===== src/rtl/mm_pkg.sv =====
package mm_pkg;

  typedef enum logic [1:0] {
    SZ_BYTE = 2'd0,
    SZ_WORD = 2'd1,
    SZ_LONG = 2'd2
  } acc_size_e;

  typedef enum logic [1:0] {
    RG_ROM = 2'd0,
    RG_RAM = 2'd1,
    RG_DEV = 2'd2
  } region_e;

  // size codes 2 and 3 both mean a 32-bit access
  function automatic acc_size_e norm_size(input logic [1:0] code);
    case (code)
      2'd0:    return SZ_BYTE;
      2'd1:    return SZ_WORD;
      default: return SZ_LONG;
    endcase
  endfunction

  // moves the write value to the top so the first byte out is the most significant
  function automatic logic [31:0] align_wdata(input acc_size_e sz, input logic [31:0] d);
    case (sz)
      SZ_BYTE: return {d[7:0], 24'h000000};
      SZ_WORD: return {d[15:0], 16'h0000};
      default: return d;
    endcase
  endfunction

  function automatic logic [31:0] shift_in_byte(input logic [31:0] acc, input logic [7:0] b);
    return {acc[23:0], b};
  endfunction

  function automatic logic [31:0] shift_in_word(input logic [31:0] acc, input logic [15:0] w);
    return {acc[15:0], w};
  endfunction

  // boot image byte at index k
  function automatic logic [7:0] rom_image(input int unsigned k);
    int unsigned v;
    v = (k * 29 + 90) % 256;
    return v[7:0];
  endfunction

endpackage


===== src/rtl/mm_decode.sv =====
module mm_decode
  import mm_pkg::*;
#(
  parameter int unsigned ADDR_W      = 24,
  parameter int unsigned RAM_BYTES   = 256,
  parameter int unsigned LOW_ROM_END = 8,
  parameter int unsigned ROM_HI_BASE = 32'h007E_0000,
  parameter int unsigned DEV_BASE    = 32'h0080_0000
) (
  input  logic [ADDR_W-1:0] addr_i,
  output region_e           region_o,
  output logic [ADDR_W-1:0] rom_off_o,
  output logic              ram_fill_o
);

  localparam logic [ADDR_W-1:0] LOW_END_A = ADDR_W'(LOW_ROM_END);
  localparam logic [ADDR_W-1:0] HI_BASE_A = ADDR_W'(ROM_HI_BASE);
  localparam logic [ADDR_W-1:0] DEV_A     = ADDR_W'(DEV_BASE);
  localparam logic [ADDR_W-1:0] RAM_LIM_A = ADDR_W'(RAM_BYTES);

  always_comb begin
    region_o  = RG_DEV;
    rom_off_o = '0;
    if (addr_i < LOW_END_A) begin
      region_o  = RG_ROM;
      rom_off_o = addr_i;
    end else if (addr_i < HI_BASE_A) begin
      region_o  = RG_RAM;
    end else if (addr_i < DEV_A) begin
      region_o  = RG_ROM;
      rom_off_o = addr_i - HI_BASE_A;
    end
  end

  assign ram_fill_o = (addr_i < RAM_LIM_A);

endmodule


===== src/rtl/mm_store.sv =====
module mm_store
  import mm_pkg::*;
#(
  parameter int unsigned ADDR_W      = 24,
  parameter int unsigned RAM_BYTES   = 256,
  parameter int unsigned ROM_BYTES   = 64,
  parameter int unsigned LOW_ROM_END = 8,
  parameter int unsigned ROM_HI_BASE = 32'h007E_0000
) (
  input  logic              clk,
  input  logic              rst_n,
  input  logic              en_i,
  input  logic              we_i,
  input  logic [ADDR_W-1:0] addr_i,
  input  region_e           region_i,
  input  logic [ADDR_W-1:0] rom_off_i,
  input  logic              ram_fill_i,
  input  logic [7:0]        wbyte_i,
  output logic [7:0]        rbyte_o,
  output logic              ram_wr_o
);

  localparam int unsigned RAM_AW = (RAM_BYTES > 1) ? $clog2(RAM_BYTES) : 1;
  localparam int unsigned ROM_AW = (ROM_BYTES > 1) ? $clog2(ROM_BYTES) : 1;

  logic [7:0] rom_arr [ROM_BYTES];
  logic [7:0] ram_arr [RAM_BYTES];

  for (genvar k = 0; k < ROM_BYTES; k++) begin : g_rom
    assign rom_arr[k] = rom_image(k);
  end

  logic [RAM_AW-1:0] ram_idx;
  logic [ROM_AW-1:0] rom_idx;

  assign ram_idx  = addr_i[RAM_AW-1:0];
  assign rom_idx  = rom_off_i[ROM_AW-1:0];
  assign ram_wr_o = en_i && we_i && (region_i == RG_RAM) && ram_fill_i;

  always_ff @(posedge clk or negedge rst_n) begin
    if (!rst_n) begin
      for (int i = 0; i < RAM_BYTES; i++) ram_arr[i] <= 8'h00;
    end else if (ram_wr_o) begin
      ram_arr[ram_idx] <= wbyte_i;
    end
  end

  always_comb begin
    case (region_i)
      RG_ROM:  rbyte_o = rom_arr[rom_idx];
      RG_RAM:  rbyte_o = ram_fill_i ? ram_arr[ram_idx] : 8'hFF;
      default: rbyte_o = 8'h00;
    endcase
  end

  // storage is only written through the RAM window
  assert_rom_nowrite_R5: assert property (@(posedge clk) disable iff (!rst_n)
    ram_wr_o |-> (addr_i >= ADDR_W'(LOW_ROM_END)) && (addr_i < ADDR_W'(ROM_HI_BASE)));

endmodule


===== src/rtl/mm_bus_seq.sv =====
module mm_bus_seq
  import mm_pkg::*;
#(
  parameter int unsigned ADDR_W = 24
) (
  input  logic              clk,
  input  logic              rst_n,
  input  logic              req_i,
  input  logic              we_i,
  input  logic [1:0]        size_i,
  input  logic [ADDR_W-1:0] addr_i,
  input  logic [31:0]       wdata_i,
  output logic              busy_o,
  output logic              done_o,
  output logic [31:0]       rdata_o,
  output logic [ADDR_W-1:0] step_addr_o,
  input  logic              step_dev_i,
  output logic              mem_en_o,
  output logic              mem_we_o,
  output logic [7:0]        mem_wbyte_o,
  input  logic [7:0]        mem_rbyte_i,
  output logic              dev_req_o,
  output logic              dev_we_o,
  output logic              dev_wide_o,
  output logic [ADDR_W-1:0] dev_addr_o,
  output logic [15:0]       dev_wdata_o,
  input  logic              dev_ack_i,
  input  logic [15:0]       dev_rdata_i,
  output logic              step_fire_o,
  output logic              last_step_o
);

  typedef enum logic {ST_IDLE, ST_RUN} seq_state_e;

  seq_state_e        st_q;
  logic [ADDR_W-1:0] base_q;
  acc_size_e         sz_q;
  logic              we_q;
  logic              half_q;
  logic              sub_q;
  logic [31:0]       wsh_q;
  logic [31:0]       acc_q;
  logic              done_q;

  logic              run;
  logic              byte_req;
  logic              wide;
  logic              word_end;
  logic [ADDR_W-1:0] word_addr;
  logic [7:0]        byte_in;

  assign run       = (st_q == ST_RUN);
  assign byte_req  = (sz_q == SZ_BYTE);
  assign word_addr = base_q + (half_q ? ADDR_W'(2) : ADDR_W'(0));

  // word-level address on the first step of a word, so the decoder picks
  // device-word versus byte stepping from it
  assign step_addr_o = byte_req ? base_q : word_addr + ADDR_W'(sub_q);

  assign wide        = !byte_req && !sub_q && step_dev_i;
  assign step_fire_o = run && (!step_dev_i || dev_ack_i);
  assign word_end    = byte_req || wide || sub_q;
  assign last_step_o = word_end && ((sz_q != SZ_LONG) || half_q);

  assign mem_en_o    = run && !step_dev_i;
  assign mem_we_o    = mem_en_o && we_q;
  assign mem_wbyte_o = wsh_q[31:24];

  assign dev_req_o   = run && step_dev_i;
  assign dev_we_o    = run && we_q;
  assign dev_wide_o  = wide;
  assign dev_addr_o  = step_addr_o;
  assign dev_wdata_o = wide ? wsh_q[31:16] : {8'h00, wsh_q[31:24]};

  assign byte_in = step_dev_i ? dev_rdata_i[7:0] : mem_rbyte_i;

  always_ff @(posedge clk or negedge rst_n) begin
    if (!rst_n) begin
      st_q   <= ST_IDLE;
      base_q <= '0;
      sz_q   <= SZ_BYTE;
      we_q   <= 1'b0;
      half_q <= 1'b0;
      sub_q  <= 1'b0;
      wsh_q  <= '0;
      acc_q  <= '0;
      done_q <= 1'b0;
    end else begin
      done_q <= 1'b0;
      if (!run) begin
        if (req_i) begin
          st_q   <= ST_RUN;
          base_q <= addr_i;
          sz_q   <= norm_size(size_i);
          we_q   <= we_i;
          half_q <= 1'b0;
          sub_q  <= 1'b0;
          wsh_q  <= align_wdata(norm_size(size_i), wdata_i);
          acc_q  <= '0;
        end
      end else if (step_fire_o) begin
        acc_q <= wide ? shift_in_word(acc_q, dev_rdata_i) : shift_in_byte(acc_q, byte_in);
        wsh_q <= wide ? {wsh_q[15:0], 16'h0000} : {wsh_q[23:0], 8'h00};
        if (word_end) begin
          sub_q  <= 1'b0;
          half_q <= 1'b1;
        end else begin
          sub_q  <= 1'b1;
        end
        if (last_step_o) begin
          st_q   <= ST_IDLE;
          done_q <= 1'b1;
        end
      end
    end
  end

  assign busy_o  = run;
  assign done_o  = done_q;
  assign rdata_o = acc_q;

  assert_idle_quiet_R1: assert property (@(posedge clk) disable iff (!rst_n)
    !busy_o |-> !dev_req_o && !mem_en_o);

  assert_done_after_busy_R9: assert property (@(posedge clk) disable iff (!rst_n)
    done_o |-> $past(busy_o));

  assert_done_pulse_R10: assert property (@(posedge clk) disable iff (!rst_n)
    done_o |=> !done_o);

  assert_dev_hold_R11: assert property (@(posedge clk) disable iff (!rst_n)
    dev_req_o && !dev_ack_i |=> dev_req_o && $stable(dev_addr_o) && $stable(dev_wide_o)
                                && $stable(dev_we_o) && $stable(dev_wdata_o));

endmodule


===== src/rtl/mm_bus_top.sv =====
module mm_bus_top
  import mm_pkg::*;
#(
  parameter int unsigned ADDR_W      = 24,
  parameter int unsigned RAM_BYTES   = 256,
  parameter int unsigned ROM_BYTES   = 64,
  parameter int unsigned LOW_ROM_END = 8,
  parameter int unsigned ROM_HI_BASE = 32'h007E_0000,
  parameter int unsigned DEV_BASE    = 32'h0080_0000
) (
  input  logic              clk,
  input  logic              rst_n,
  input  logic              req_i,
  input  logic              we_i,
  input  logic [1:0]        size_i,
  input  logic [ADDR_W-1:0] addr_i,
  input  logic [31:0]       wdata_i,
  output logic              busy_o,
  output logic              done_o,
  output logic [31:0]       rdata_o,
  output logic              dev_req_o,
  output logic              dev_we_o,
  output logic              dev_wide_o,
  output logic [ADDR_W-1:0] dev_addr_o,
  output logic [15:0]       dev_wdata_o,
  input  logic              dev_ack_i,
  input  logic [15:0]       dev_rdata_i
);

  logic [ADDR_W-1:0] step_addr;
  region_e           step_region;
  logic [ADDR_W-1:0] step_rom_off;
  logic              step_ram_fill;
  logic              step_dev;
  logic              mem_en;
  logic              mem_we;
  logic [7:0]        mem_wbyte;
  logic [7:0]        mem_rbyte;
  logic              ram_wr;
  logic              step_fire;
  logic              last_step;

  assign step_dev = (step_region == RG_DEV);

  mm_decode #(
    .ADDR_W(ADDR_W), .RAM_BYTES(RAM_BYTES), .LOW_ROM_END(LOW_ROM_END),
    .ROM_HI_BASE(ROM_HI_BASE), .DEV_BASE(DEV_BASE)
  ) u_decode (
    .addr_i    (step_addr),
    .region_o  (step_region),
    .rom_off_o (step_rom_off),
    .ram_fill_o(step_ram_fill)
  );

  mm_store #(
    .ADDR_W(ADDR_W), .RAM_BYTES(RAM_BYTES), .ROM_BYTES(ROM_BYTES),
    .LOW_ROM_END(LOW_ROM_END), .ROM_HI_BASE(ROM_HI_BASE)
  ) u_store (
    .clk       (clk),
    .rst_n     (rst_n),
    .en_i      (mem_en),
    .we_i      (mem_we),
    .addr_i    (step_addr),
    .region_i  (step_region),
    .rom_off_i (step_rom_off),
    .ram_fill_i(step_ram_fill),
    .wbyte_i   (mem_wbyte),
    .rbyte_o   (mem_rbyte),
    .ram_wr_o  (ram_wr)
  );

  mm_bus_seq #(.ADDR_W(ADDR_W)) u_seq (
    .clk        (clk),
    .rst_n      (rst_n),
    .req_i      (req_i),
    .we_i       (we_i),
    .size_i     (size_i),
    .addr_i     (addr_i),
    .wdata_i    (wdata_i),
    .busy_o     (busy_o),
    .done_o     (done_o),
    .rdata_o    (rdata_o),
    .step_addr_o(step_addr),
    .step_dev_i (step_dev),
    .mem_en_o   (mem_en),
    .mem_we_o   (mem_we),
    .mem_wbyte_o(mem_wbyte),
    .mem_rbyte_i(mem_rbyte),
    .dev_req_o  (dev_req_o),
    .dev_we_o   (dev_we_o),
    .dev_wide_o (dev_wide_o),
    .dev_addr_o (dev_addr_o),
    .dev_wdata_o(dev_wdata_o),
    .dev_ack_i  (dev_ack_i),
    .dev_rdata_i(dev_rdata_i),
    .step_fire_o(step_fire),
    .last_step_o(last_step)
  );

  assert_dev_region_R6: assert property (@(posedge clk) disable iff (!rst_n)
    dev_req_o |-> dev_addr_o >= ADDR_W'(DEV_BASE));

  assert_no_mixed_step_R12: assert property (@(posedge clk) disable iff (!rst_n)
    step_fire && dev_req_o |-> !ram_wr);

  assert_last_ends_busy_R9: assert property (@(posedge clk) disable iff (!rst_n)
    step_fire && last_step |=> !busy_o && done_o);

endmodule


===== config.mk =====
export PLATFORM = sky130hd
export DESIGN_NAME = mm_bus_top
export DESIGN_NICKNAME = d
export VERILOG_FILES = /design/src/rtl/mm_pkg.sv /design/src/rtl/mm_decode.sv /design/src/rtl/mm_store.sv /design/src/rtl/mm_bus_seq.sv /design/src/rtl/mm_bus_top.sv
export SDC_FILE = /design/constraint.sdc
export NUM_CORES = 2
export LEC_CHECK = 0
export ABC_AREA = 1
export BUFFER_PORTS_ARGS = -buffer_cell sky130_fd_sc_hd__clkbuf_2
export CORE_ASPECT_RATIO = 1.1
export CORE_MARGIN = 3
export CORE_UTILIZATION = 59
export DETAILED_ROUTE_END_ITERATION = 8
export GPL_ROUTABILITY_DRIVEN = 0
export PLACE_DENSITY = 0.84
export SETUP_SLACK_MARGIN = 0.1
export SYNTH_ARGS = -nofsm -noshare
export SYNTH_HDL_FRONTEND = slang
export SYNTH_SLANG_ARGS = --single-unit

===== constraint.sdc =====
create_clock -name clk -period 8.95 [get_ports clk]
set_input_delay 1.3425 -clock clk [delete_from_list [all_inputs] [get_ports clk]]
set_output_delay 1.3425 -clock clk [all_outputs]
set_load 0.05 [all_outputs]

==> metrics.md <==
| Metric | Value |
|---|---|
| Synthesized area per cell | `just over 9 um2` |
| Most frequent cells in the layout | `nand2_1, dfrtp_1, o21ai_0` |
| # setup viols final | `0` |
| Vias in the first global route | `78120` |
| Nets | `approximately 10000` |
| Vias | `80740` |
| Post-CTS setup buffers | `0` |
| Final worst setup slack | `~2.7 ns` |
| Core area | `~0.16 mm2` |
| Clock Root Buffer | `clkbuf_16` |
| Worst R2R Setup Slack | `approximately 2.7 ns` |
| Max transition margin | `about an eighth` |
| Post_cts resized | `0` |
| R2r worst-path depth | `23` |
| Combinational power share | `about two fifths` |
| HP Class | `register to register` |
| Layout fillers | `11910` |
| Hold Vio Cnt, Final | `0` |
| Detailed Routing Iterations Pass 1 | `9` |
| Library cells used by synthesis | `48` |
| Die ar. | `about 0.16 mm2` |
| Initial core utilization | `approximately 60%` |
| Critical path cell sequence | `ha_1 > inv_1 > fa_1 > inv_1 > nand2_1 > xor2_1 > inv_1 > nor2_4 > buf_12 > clkinv_2 > buf_4 > buf_4 > a21oi_1 > nor2_1 > nor2_1 > nor2_1 > nand2_1 > nand2_1 > nand3_1 > o21ai_0 > nand3_1 > nand2_1 > nand2_1` |
| Max incr delay on CP | `0.89 ns` |
| Worst-Margin Slew | `approximately 1.3 ns` |
| Post-synth EDFFs | `0` |
| Clk_lat worst skew | `0.88 ns` |
| Minimum clock period | `6.230 ns` |
| Most common cell after layout, fill and taps aside | `nand2_1` |
| Total CTS buffers | `between 150 and 200` |
| Clock sinks | `around 2100` |
| Worst Clk Skew | `slightly below 0.04 ns` |
| Worst-path fanout max | `70` |
| Share of cells above drive strength 1 | `under 10%` |
| Drt initial violations | `between 10000 and 15000` |
| Largest net degree at the start of global routing | `about 200` |
| Initial antenna violation count | `6` |
| Placed instance area | `approximately 0.095 mm2` |
| Critical path arrival | `about 7 ns` |
| Worst setup path end | `u_seq.rdata_o[5]` |
| VDD IR-drop max | `between 0.7 and 0.8 mV` |
| Worst path depth | `23` |
| Max-Cap Viols | `0` |
| Net Count, Synth | `roughly 10000` |
| Post-route cell area | `0.1017 mm2` |
| GR Overflow Total | `0` |
| Slowest stage cell, crit path | `xor2_1` |
| Status | `complete, no violations` |
| Pleak | `between 0.04 and 0.05 uW` |
| Nature of the critical path startpoint | `register` |
| Slew Limit Fails | `0` |
| Die Wd | `roughly 390 um` |
| Routed len/inst | `around 23 um` |
| Clock transition at the registers of the reported paths | `~0.06 ns` |
| First-pass GRT wire length | `about 450000 um` |
| Hold Buf Count CTS | `0` |
| Mapped Area | `~0.094 mm2` |
| Period utilization | `69.60%` |
| Flops & latches, synth | `between 2000 and 2500` |
| Drt drc | `0` |
| Crit path kind | `register to register` |
| Setup crit end kind | `register` |
| Delay-heaviest family, CP | `buffers and inverters` |
| H-tree lvl count | `4` |
| CTS tree | `yes` |
| Switching Share | `around 47%` |
| P_sw | `about 15000 uW` |
| Clock power share | `about 29%` |
| Worst hold slack | `~0.38 ns` |
| Die Height | `between 400 and 500 um` |
| Synth warn | `0` |
| I/O pins | `156` |
| Antenna-violating nets left | `0` |
| Bufs on Longest Clock Path | `3` |
| Worst slack at placement | `between 3 and 4 ns` |
| Crit Reg-Reg Endpoint | `u_seq.rdata_o[5]` |
| Area grow syn2layout | `7.753%` |
| Ys flop type | `dfrtp_1` |
| Unrepaired setup endpoints after global routing | `no` |
| Total routing usage reported by global routing | `34.45%` |
| Cell Rows | `around 150` |
| Setup crit start | `u_seq.base_q[0]` |
| Fmax | `160.5 MHz` |
| Setup TNS | `0 ns` |
| Internal power | `16170 uW` |
| Worst Path Required | `9.73 ns` |
| Buf/Inv on CP | `7` |
| # port buffers | `between 150 and 200` |
| Routed WL | `around 290000 um` |
| Worst flop-to-flop path startpoint | `u_seq.base_q[0]` |
| Flop pwr share | `33.1%` |
| Via-to-Cell Ratio | `between 6 and 7` |
| Most frequent CP cell | `nand2_1` |
| Sequential area share after synthesis | `56.79%` |
| Post-DP HPWL | `168400 um` |
| Power Density | `approximately 300 mW/mm2` |
| Gate Count Post-Synth | `about 10000` |
| Asr flop ratio synth | `100.0%` |
==> worst min path at each step <==
| stage | from | endpoint | cells past startpoint |
|---|---|---|---|
| 6_report | u_store.ram_arr[2036] | u_store.ram_arr[2036] | 0 |
| 5_1_grt | u_store.ram_arr[2044] | u_store.ram_arr[2044] | 0 |
| 4_1_cts | u_store.ram_arr[2027] | u_store.ram_arr[2027] | 0 |
| 3_5_place_dp | u_store.ram_arr[1990] | u_store.ram_arr[1990] | 0 |
| 3_3_place_gp | u_store.ram_arr[2007] | u_store.ram_arr[2007] | 0 |
| 2_1_floorplan | u_store.ram_arr[1992] | u_store.ram_arr[1992] | 1 |
==> worst register-to-register path: cells and delay by family, from the launching register on <==
family,cells,cell delay [ns]
buffers and inverters,7,2.60
adder cells (fa/ha/maj),2,0.61
XOR/XNOR,1,0.89
flip-flops,1,0.39
AO/OA/AOI/OAI,2,0.42
AND/OR/NAND/NOR,11,1.25
==> metal layers <==
layer	share of wire, %	wire, um	vias up	track usage, %
li1	-	-	34560	-
met1	36	104900	39360	44.47
met2	44	126900	5639	51.71
met3	12	35480	1180	9.827
met4	7.1	20480	0	21.45
met5	0	0	-	0
==> power by group through the flow <==
| stage | registers [uW] | clock network [uW] | logic, uW |
|---|---|---|---|
| after global placement | 10300 | 0 | 11000 |
| after CTS | 10100 | 8830 | 11100 |
| after detailed placement | 10300 | 0 | 11100 |
| after floorplan | 10400 | 0 | 6110 |
| final | 10200 | 8820 | 11700 |
| after global routing | 10200 | 9240 | 11800 |
==> logic make-up after synthesis <==
| logic type | Yosys count | synth area share (%) |
|---|---|---|
| AND/OR/NAND/NOR | 3770 | 16.61 |
| AO/OA/AOI/OAI | 3457 | 21.32 |
| flip-flops | 2143 | 56.79 |
| buffers and inverters | 1008 | 5.043 |
| adder cells (fa/ha/maj) | 11 | 0.1537 |
| XOR/XNOR | 7 | 0.08084 |
==> layout make-up <==
cell class	instances	area [um2]	area share, %
Sequential cell	2143	53630	52.71
Multi-Input combinational cell	7245	36200	35.58
Clock buffer	297	5938	5.836
Tap cell	2092	2618	2.573
Timing Repair Buffer	270	1942	1.909
Clock inverter	70	890.9	0.8756
Inverter	117	504.2	0.4956
Antenna cell	12	30.03	0.02951
==> cell usage after synthesis (10+ instances only) <==
library cell / count / share of area, %
nand2_1: 3156 / 13
dfrtp_1: 2143 / 57
o21ai_0: 1397 / 7.4
a22oi_1: 1030 / 8.2
o21ai_1: 715 / 3.8
clkbuf_1: 643 / 2.6
nor2_1: 231 / 0.92
a21oi_1: 225 / 1.2
nand2_4: 118 / 1.4
inv_1: 106 / 0.42
buf_6: 90 / 1.1
buf_2: 79 / 0.42
nand3_1: 75 / 0.40
buf_1: 58 / 0.23
or2_2: 48 / 0.32
nand2_2: 36 / 0.24
nor3_1: 36 / 0.19
nand4_1: 23 / 0.15
nor2_4: 19 / 0.23
a32oi_1: 16 / 0.15
o22ai_1: 16 / 0.11
a31oi_1: 13 / 0.086
nor2_2: 13 / 0.086
a32o_1: 11 / 0.12
ha_1: 10 / 0.13
o21bai_1: 10 / 0.080
==> stage by stage <==
stage | total power, uW | cells | util, %
after floorplan | 16540 | 10400 | -
after global placement | 21290 | 11870 | 59.86
after detailed placement | 21420 | 11870 | 59.86
after CTS | 30100 | 12230 | 64.17
after global routing | 31210 | 12230 | 64.17
final | 30710 | 12250 | 64.19
==> registers in the layout, summed over array words and instances, names as in the netlist <==
name,cells
u_seq.sub_q,1
u_seq.busy_o,1
u_seq.half_q,1
u_seq.sz_q,2
u_seq.we_q,1
u_seq.wsh_q,32
u_store.ram_arr,2048
u_seq.rdata_o,32
u_seq.base_q,24
u_seq.done_o,1
Power figures use the tool's default switching activity.
